## config.mk

```make
export PLATFORM = sky130hd
export DESIGN_NAME = mas_split_seq
export DESIGN_NICKNAME = d
export VERILOG_FILES = /design/src/rtl/mas_pkg.sv /design/src/rtl/mas_split_detect.sv /design/src/rtl/mas_store_lanes.sv /design/src/rtl/mas_load_align.sv /design/src/rtl/mas_split_seq.sv
export SDC_FILE = /design/constraint.sdc
export NUM_CORES = 2
export LEC_CHECK = 0
export CAP_MARGIN = 10
export CORE_AREA = 2 2 544 546
export DETAILED_ROUTE_END_ITERATION = 8
export DIE_AREA = 0 0 546 548
export DONT_BUFFER_PORTS = 1
export GPL_TIMING_DRIVEN = 0
export HOLD_SLACK_MARGIN = 0.15
export PLACE_DENSITY = 0.3
export SLEW_MARGIN = 15
export SYNTH_ARGS = -nofsm -noshare
export SYNTH_HDL_FRONTEND = slang
export SYNTH_SLANG_ARGS = --single-unit
```

## constraint.sdc

```tcl
create_clock -name clk -period 6.85 [get_ports clk]
set_input_delay 1.7125 -clock clk [delete_from_list [all_inputs] [get_ports clk]]
set_output_delay 1.7125 -clock clk [all_outputs]
set_load 0.02 [all_outputs]
```

## src/rtl/mas_pkg.sv

```systemverilog
package mas_pkg;

    localparam int LINE_BYTES = 64;
    localparam int LINE_OFF_W = $clog2(LINE_BYTES);
    localparam int LINE_W     = LINE_BYTES * 8;
    localparam int PAGE_BYTES = 4096;
    localparam int PAGE_OFF_W = $clog2(PAGE_BYTES);
    localparam int IDX_W      = PAGE_OFF_W - LINE_OFF_W;
    localparam int ACC_BYTES  = 8;
    localparam int ACC_IDX_W  = $clog2(ACC_BYTES);
    localparam int ACC_W      = ACC_BYTES * 8;
    localparam int CNT_W      = LINE_OFF_W + 1;

    typedef enum logic [2:0] {
        ST_IDLE,
        ST_REQ_LO,
        ST_TLB2,
        ST_REQ_HI,
        ST_DONE
    } seq_state_e;

    typedef enum logic [1:0] {
        SZ_1B = 2'd0,
        SZ_2B = 2'd1,
        SZ_4B = 2'd2,
        SZ_8B = 2'd3
    } acc_size_e;

    typedef struct packed {
        logic                  straddle;
        logic                  page_cross;
        logic [LINE_OFF_W-1:0] off;
        logic [CNT_W-1:0]      nbytes;
    } split_info_t;

    function automatic logic [CNT_W-1:0] size_to_bytes(acc_size_e sz);
        return CNT_W'(1) << sz;
    endfunction

    function automatic split_info_t classify(logic [PAGE_OFF_W-1:0] pofs, acc_size_e sz);
        split_info_t      r;
        logic [CNT_W-1:0] endp;
        r.off        = pofs[LINE_OFF_W-1:0];
        r.nbytes     = size_to_bytes(sz);
        endp         = {1'b0, r.off} + r.nbytes;
        r.straddle   = endp > CNT_W'(LINE_BYTES);
        r.page_cross = r.straddle && (&pofs[PAGE_OFF_W-1:LINE_OFF_W]);
        return r;
    endfunction

    function automatic logic crosses_page(logic [PAGE_OFF_W-1:0] pofs, acc_size_e sz);
        split_info_t r;
        r = classify(pofs, sz);
        return r.page_cross;
    endfunction

    function automatic logic [ACC_W-1:0] size_data_mask(acc_size_e sz);
        logic [ACC_W-1:0] m;
        for (int i = 0; i < ACC_BYTES; i++)
            m[i*8 +: 8] = (i < int'(size_to_bytes(sz))) ? 8'hFF : 8'h00;
        return m;
    endfunction

endpackage

```

## src/rtl/mas_split_detect.sv

```systemverilog
module mas_split_detect
    import mas_pkg::*;
(
    input  logic [PAGE_OFF_W-1:0] page_ofs,
    input  acc_size_e             size,
    output split_info_t           info,
    output logic [LINE_BYTES-1:0] lo_be,
    output logic [LINE_BYTES-1:0] hi_be
);
    localparam int BM_W  = 2 * ACC_BYTES;
    localparam int WIN_W = 2 * LINE_BYTES;

    logic [BM_W-1:0]  run;
    logic [WIN_W-1:0] win;

    always_comb begin
        info  = classify(page_ofs, size);
        run   = (BM_W'(1) << info.nbytes) - BM_W'(1);
        win   = {{(WIN_W-ACC_BYTES){1'b0}}, run[ACC_BYTES-1:0]} << info.off;
        lo_be = win[LINE_BYTES-1:0];
        hi_be = win[WIN_W-1:LINE_BYTES];
    end

endmodule

```

## src/rtl/mas_store_lanes.sv

```systemverilog
module mas_store_lanes
    import mas_pkg::*;
(
    input  logic [ACC_W-1:0]      wdata,
    input  logic [LINE_OFF_W-1:0] off,
    output logic [LINE_W-1:0]     lo_wd,
    output logic [LINE_W-1:0]     hi_wd
);
    for (genvar k = 0; k < LINE_BYTES; k++) begin : g_lane
        logic [CNT_W-1:0] rel_lo;
        logic [CNT_W-1:0] rel_hi;
        assign rel_lo = CNT_W'(k) - {1'b0, off};
        assign rel_hi = CNT_W'(k + LINE_BYTES) - {1'b0, off};
        assign lo_wd[k*8 +: 8] = (rel_lo < CNT_W'(ACC_BYTES))
                               ? wdata[rel_lo[ACC_IDX_W-1:0]*8 +: 8] : 8'h00;
        assign hi_wd[k*8 +: 8] = (rel_hi < CNT_W'(ACC_BYTES))
                               ? wdata[rel_hi[ACC_IDX_W-1:0]*8 +: 8] : 8'h00;
    end

endmodule

```

## src/rtl/mas_load_align.sv

```systemverilog
module mas_load_align
    import mas_pkg::*;
(
    input  logic [LINE_W-1:0]     line,
    input  logic [LINE_OFF_W-1:0] off,
    input  logic                  sel_hi,
    output logic [ACC_W-1:0]      part
);
    for (genvar j = 0; j < ACC_BYTES; j++) begin : g_byte
        logic [CNT_W-1:0] pos;
        assign pos = {1'b0, off} + CNT_W'(j);
        assign part[j*8 +: 8] = (pos[LINE_OFF_W] == sel_hi)
                              ? line[pos[LINE_OFF_W-1:0]*8 +: 8] : 8'h00;
    end

endmodule

```

## src/rtl/mas_split_seq.sv

```systemverilog
module mas_split_seq
    import mas_pkg::*;
#(
    parameter int VA_W = 32,
    parameter int PA_W = 32
) (
    input  logic                       clk,
    input  logic                       rst,
    input  logic                       in_valid,
    input  logic [VA_W-1:0]            in_vaddr,
    input  logic [1:0]                 in_size,
    input  logic                       in_store,
    input  logic [ACC_W-1:0]           in_wdata,
    input  logic [PA_W-PAGE_OFF_W-1:0] in_ppn,
    output logic                       busy,
    output logic                       tlb_req_valid,
    output logic [VA_W-PAGE_OFF_W-1:0] tlb_req_vpn,
    input  logic                       tlb_resp_valid,
    input  logic [PA_W-PAGE_OFF_W-1:0] tlb_resp_ppn,
    input  logic                       tlb_resp_fault,
    output logic                       cache_req_valid,
    output logic [PA_W-LINE_OFF_W-1:0] cache_req_line,
    output logic                       cache_req_store,
    output logic [LINE_BYTES-1:0]      cache_req_be,
    output logic [LINE_W-1:0]          cache_req_wdata,
    input  logic                       cache_resp_valid,
    input  logic [LINE_W-1:0]          cache_resp_rdata,
    output logic                       done_valid,
    output logic                       done_fault,
    output logic [VA_W-1:0]            done_fault_va,
    output logic [ACC_W-1:0]           done_rdata
);
    localparam int VPN_W = VA_W - PAGE_OFF_W;
    localparam int PPN_W = PA_W - PAGE_OFF_W;

    seq_state_e        st_q;
    logic [VA_W-1:0]   va_q;
    acc_size_e         size_q;
    logic              store_q;
    logic [ACC_W-1:0]  wdata_q;
    logic [ACC_W-1:0]  res_q;
    logic [PPN_W-1:0]  ppn_lo_q;
    logic [PPN_W-1:0]  ppn_hi_q;
    logic              fault_q;

    logic              in_pcross;
    split_info_t       info_q;
    logic [LINE_BYTES-1:0] lo_be, hi_be;
    logic [LINE_W-1:0] lo_wd, hi_wd;
    logic [ACC_W-1:0]  part;
    logic [ACC_W-1:0]  mask;
    logic              on_hi;
    logic [IDX_W-1:0]  idx_q;
    logic [VPN_W-1:0]  vpn_q;

    assign idx_q     = va_q[PAGE_OFF_W-1:LINE_OFF_W];
    assign vpn_q     = va_q[VA_W-1:PAGE_OFF_W];
    assign on_hi     = (st_q == ST_REQ_HI);
    assign mask      = size_data_mask(size_q);
    assign in_pcross = crosses_page(in_vaddr[PAGE_OFF_W-1:0], acc_size_e'(in_size));

    mas_split_detect u_detect (
        .page_ofs (va_q[PAGE_OFF_W-1:0]),
        .size     (size_q),
        .info     (info_q),
        .lo_be    (lo_be),
        .hi_be    (hi_be)
    );

    mas_store_lanes u_lanes (
        .wdata (wdata_q),
        .off   (info_q.off),
        .lo_wd (lo_wd),
        .hi_wd (hi_wd)
    );

    mas_load_align u_align (
        .line   (cache_resp_rdata),
        .off    (info_q.off),
        .sel_hi (on_hi),
        .part   (part)
    );

    always_comb begin
        busy            = (st_q != ST_IDLE);
        tlb_req_valid   = (st_q == ST_TLB2);
        tlb_req_vpn     = vpn_q + VPN_W'(1);
        cache_req_valid = (st_q == ST_REQ_LO) || on_hi;
        if (!on_hi)
            cache_req_line = {ppn_lo_q, idx_q};
        else if (info_q.page_cross)
            cache_req_line = {ppn_hi_q, IDX_W'(0)};
        else
            cache_req_line = {ppn_lo_q, idx_q + IDX_W'(1)};
        cache_req_store = store_q;
        cache_req_be    = on_hi ? hi_be : lo_be;
        cache_req_wdata = on_hi ? hi_wd : lo_wd;
        done_valid      = (st_q == ST_DONE);
        done_fault      = done_valid && fault_q;
        done_fault_va   = {va_q[VA_W-1:LINE_OFF_W] + (VA_W-LINE_OFF_W)'(1), LINE_OFF_W'(0)};
        done_rdata      = res_q;
    end

    always_ff @(posedge clk) begin
        if (rst) begin
            st_q     <= ST_IDLE;
            va_q     <= '0;
            size_q   <= SZ_1B;
            store_q  <= 1'b0;
            wdata_q  <= '0;
            res_q    <= '0;
            ppn_lo_q <= '0;
            ppn_hi_q <= '0;
            fault_q  <= 1'b0;
        end else begin
            unique case (st_q)
                ST_IDLE: begin
                    if (in_valid) begin
                        va_q     <= in_vaddr;
                        size_q   <= acc_size_e'(in_size);
                        store_q  <= in_store;
                        wdata_q  <= in_store ? in_wdata : '0;
                        ppn_lo_q <= in_ppn;
                        res_q    <= '0;
                        fault_q  <= 1'b0;
                        st_q     <= in_pcross ? ST_TLB2 : ST_REQ_LO;
                    end
                end
                ST_TLB2: begin
                    if (tlb_resp_valid) begin
                        if (tlb_resp_fault) begin
                            fault_q <= 1'b1;
                            st_q    <= ST_DONE;
                        end else begin
                            ppn_hi_q <= tlb_resp_ppn;
                            st_q     <= ST_REQ_LO;
                        end
                    end
                end
                ST_REQ_LO: begin
                    if (cache_resp_valid) begin
                        if (!store_q) res_q <= part & mask;
                        st_q <= info_q.straddle ? ST_REQ_HI : ST_DONE;
                    end
                end
                ST_REQ_HI: begin
                    if (cache_resp_valid) begin
                        if (!store_q) res_q <= res_q | (part & mask);
                        st_q <= ST_DONE;
                    end
                end
                ST_DONE: st_q <= ST_IDLE;
                default: st_q <= ST_IDLE;
            endcase
        end
    end

    // only one downstream port is asked at a time
    a_r9_one_port: assert property (@(posedge clk) disable iff (rst)
        $onehot0({tlb_req_valid, cache_req_valid}));

    // an unanswered line request keeps its address
    a_r9_cache_hold: assert property (@(posedge clk) disable iff (rst)
        cache_req_valid && !cache_resp_valid |=> cache_req_valid && $stable(cache_req_line) && $stable(cache_req_be));

    // an unanswered translation request keeps its page
    a_r9_tlb_hold: assert property (@(posedge clk) disable iff (rst)
        tlb_req_valid && !tlb_resp_valid |=> tlb_req_valid && $stable(tlb_req_vpn));

    // completion is a single-cycle pulse
    a_r9_done_pulse: assert property (@(posedge clk) disable iff (rst)
        done_valid |=> !done_valid);

    // busy holds until completion and drops right after it
    a_r2_busy_hold: assert property (@(posedge clk) disable iff (rst)
        busy && !done_valid |=> busy);
    a_r2_free_after_done: assert property (@(posedge clk) disable iff (rst)
        done_valid |=> !busy);

    // a faulting second-page translation ends the access with no cache traffic
    a_r6_fault_aborts: assert property (@(posedge clk) disable iff (rst)
        tlb_req_valid && tlb_resp_valid && tlb_resp_fault |=> done_valid && done_fault && !cache_req_valid);

    // a store that fits in one line enables exactly its own length
    a_r8_single_be: assert property (@(posedge clk) disable iff (rst)
        cache_req_valid && cache_req_store && !info_q.straddle |-> $countones(cache_req_be) == int'(info_q.nbytes));

endmodule

```

==> results.md <==
- Status: complete, but fails checks
- Failing checks: negative setup slack
- Die H: 548 um
- Post-route ant nets: 0
- Crit path required time: 5.14 ns
- Total GRT Usage: 35.3%
- Drt drc: 0
- Port Buffers: 0
- CTS Hold Bufs: 0
- Gate power share: 73.1%
- CP Class: reg2out
- Overflow after GRT: 0
- Min cycle time layout: 7.01 ns
- Fmax: 0.143 GHz
- Layout Utilization: 17.7%
- CTS clk-pin slew, worst paths: 0.06 ns
- Register bit total from synthesis: 207
- Part of the cycle the worst path needs: 102%
- Slew @ Worst Pin: 1.44 ns
- CTS buffer count: 38
- Switch Pwr: 8.22 mW
- Ys async rst share: 0%
- Post-Synth Adder-Cell Area: 1.06%
- Worst-Skew Late Latency: 0.76 ns
- Total power: 13.6 mW
- Fin area: 51,900 um2
- Clk sinks: 207
- Core area: 293,000 um2
- Cells after Synth: 4,735
- Htree depth: 2
- Vias in the first global route: 48,413
- Share of layout cells above drive strength 1: 32.5%
- Clock Tree Root: clkbuf_16
- Pint: 5.34 mW
- Final setup viols: 105
- Max_slew headroom: 4.05%
- DR vias/cell: 6.09
- Starting Density: 13.7%
- Slew Viols, Final: 0
- I/O Pins: 1,381
- Die W: 546 um
- Routability cong.: 1.06
- Top FF cell, synth: dfxtp_1
- EDFF count, synth: 0
- Switching Share: 60.6%
- Largest net degree at the start of global routing: 20
- Starting DRT DRC Count: 8,997
- Commonest non-fill, non-tap cell in the layout: nand2_1
- Max capacitance violation total: 0
- Area grow syn2layout: 28.8%
- Final WS setup: -0.155 ns
- Hold Slack: 0.452 ns
- DIE AREA: 299,000 um2
- Seq/Total Area, Yosys: 10.3%
- Startpoint Class: flip-flop
- Hpwl dp: 444,000 um
- # rows: 199
- Clock Tree Buf Depth: 3
- WHS Path Cells: 2
- Slowest cell on crit path: nor2_2
- Main combinational cell family by area after synthesis: multiplexers
- Post-Place Cell Area: 48,000 um2
- Hold Path Class: reg2reg
- RSZ-0062 raised after global routing: false
- CP Data Arrival Time: 5.29 ns
- Post-Synth Simple-Gate Area: 22.2%
- P_leak: 15.9 nW
- Library cells used by synthesis: 89
- Sequential share of power: 10.3%
- Netlist Area Pre-Place: 40,300 um2
- Final hold violation count: 0
- Antenna violations before repair: 116
- Worst Reg2Reg Path Length in Cells: 13
- Crit-path most repeated cell: buf_2
- Crit-path cells: ha_1, buf_2, xnor2_2, buf_6, buf_2, clkbuf_2, nor2_2, nand3_2, nor2_1
- Syn avg cell area: 8.50 um2
- DR vias: 54,887
- Max IR drop VDD: 0.209 mV
- TNS Setup: -4.13 ns
- CP max FO: 11
- DR WL/cell: 61.4 um
- Clock Skew: 0.0885 ns
- Detailed Route WL: 553,000 um
- Synth Area in XOR/XNOR: 2.89%
- Clock power share: 16.6%
- Mux cell area share after synthesis: 45.8%
- CP max stage delay: 0.76 ns
- CTS tree: built
- DR pass1 iterations: 8
- PD cells: 261 nW/um2
- Complex-gate fraction of the synthesized area: 12.0%
- R2r setup slk: 0.13 ns
- First-pass GRT wire length: 663,000 um
- Most frequent cells in the layout: nand2_1 (807), mux4_2 (621), nor2_1 (559), nand3_1 (258), mux2i_1 (256)
- CP endpoint kind: output pin
- YS warnings: 0
- Final #Nets: 5,627
cells in the mapped netlist (79+ instances only):
master | n | area [um2]
buf_2 | 127 | 636
a32oi_1 | 79 | 692
xnor2_1 | 97 | 850
clkbuf_1 | 215 | 807
dfxtp_1 | 207 | 4140
nand3_1 | 282 | 1410
mux2_2 | 94 | 1060
mux4_2 | 621 | 14000
nor2_1 | 704 | 2640
a21oi_1 | 242 | 1210
nand2_1 | 822 | 3090
mux2i_1 | 326 | 3260
area by class of cell:
class,count,area (um2)
Clock buffer,58,1130
Sequential cell,207,4150
Buffer,446,2590
Clock inverter,8,166
Timing Repair Buffer,171,2780
Fill cell,32946,241000
Multi-Input combinational cell,4042,35700
Antenna cell,129,323
Inverter,32,139
Tap cell,3919,4900
per-stage QoR:
stage | std cells | worst slack (ns)
floorplan | 4740 | 1.20
global placement | 8659 | -5.64
detailed placement | 8775 | -3.34
CTS | 8880 | 0.00240
global route | 8936 | 0.00665
finish | 9012 | -0.155
routing by layer:
metal  vias to the layer above  wire [um]  global-route usage [%]
met2                      5799     242000                    54.3
met4                        34      51400                    27.6
met1                     28767     190000                    37.2
li1                      18596          -                       -
met5                         -        410                   0.760
met3                      1691      69500                    16.5
kinds of logic after synthesis:
kind of cell    after synthesis
compound gates              731
xor+xnor                    129
fa+ha+maj                    33
buf+inv                     491
flops                       207
mux                        1046
other cells                   1
simple gates               2097
final timing paths:
check | from | to
min reg2reg | ppn_hi_q[18] | ppn_hi_q[18]
min | ppn_hi_q[18] | ppn_hi_q[18]
max reg2reg | va_q[2] | done_rdata[50]
max | va_q[1] | cache_req_wdata[234]
flip-flops by register name (all words and copies together), names as in the netlist:
register / count
ppn_hi_q: 20
wdata_q: 64
va_q: 32
fault_q: 1
done_rdata: 64
cache_req_store: 1
ppn_lo_q: 20
size_q: 2
st_q: 3
power groups by stage:
stage / clock network, mW / registers (mW) / logic, mW
final: 2.25 / 1.39 / 9.91
after global routing: 2.29 / 1.40 / 9.65
after CTS: 2.27 / 1.39 / 9.35
after detailed placement: 0 / 1.42 / 8.97
after global placement: 0 / 1.41 / 8.57
after floorplan: 0 / 1.35 / 4.10
worst max-delay path, delay by kind of cell (launching register included):
kind          cells  cell delay [ns]
xor+xnor          1             0.22
fa+ha+maj         1             0.21
buf+inv           4             1.60
flops             1             0.54
simple gates      3             1.93
repair_timing:
action,in CTS,in global routing
pin swaps,5,0
hold endpoints to repair,0,0
setup buffers,52,3
endpoints found under the setup margin,640,175
cloned,0,0
gates resized for setup,364,22
Note: power is estimated with default switching activity, not from simulation.
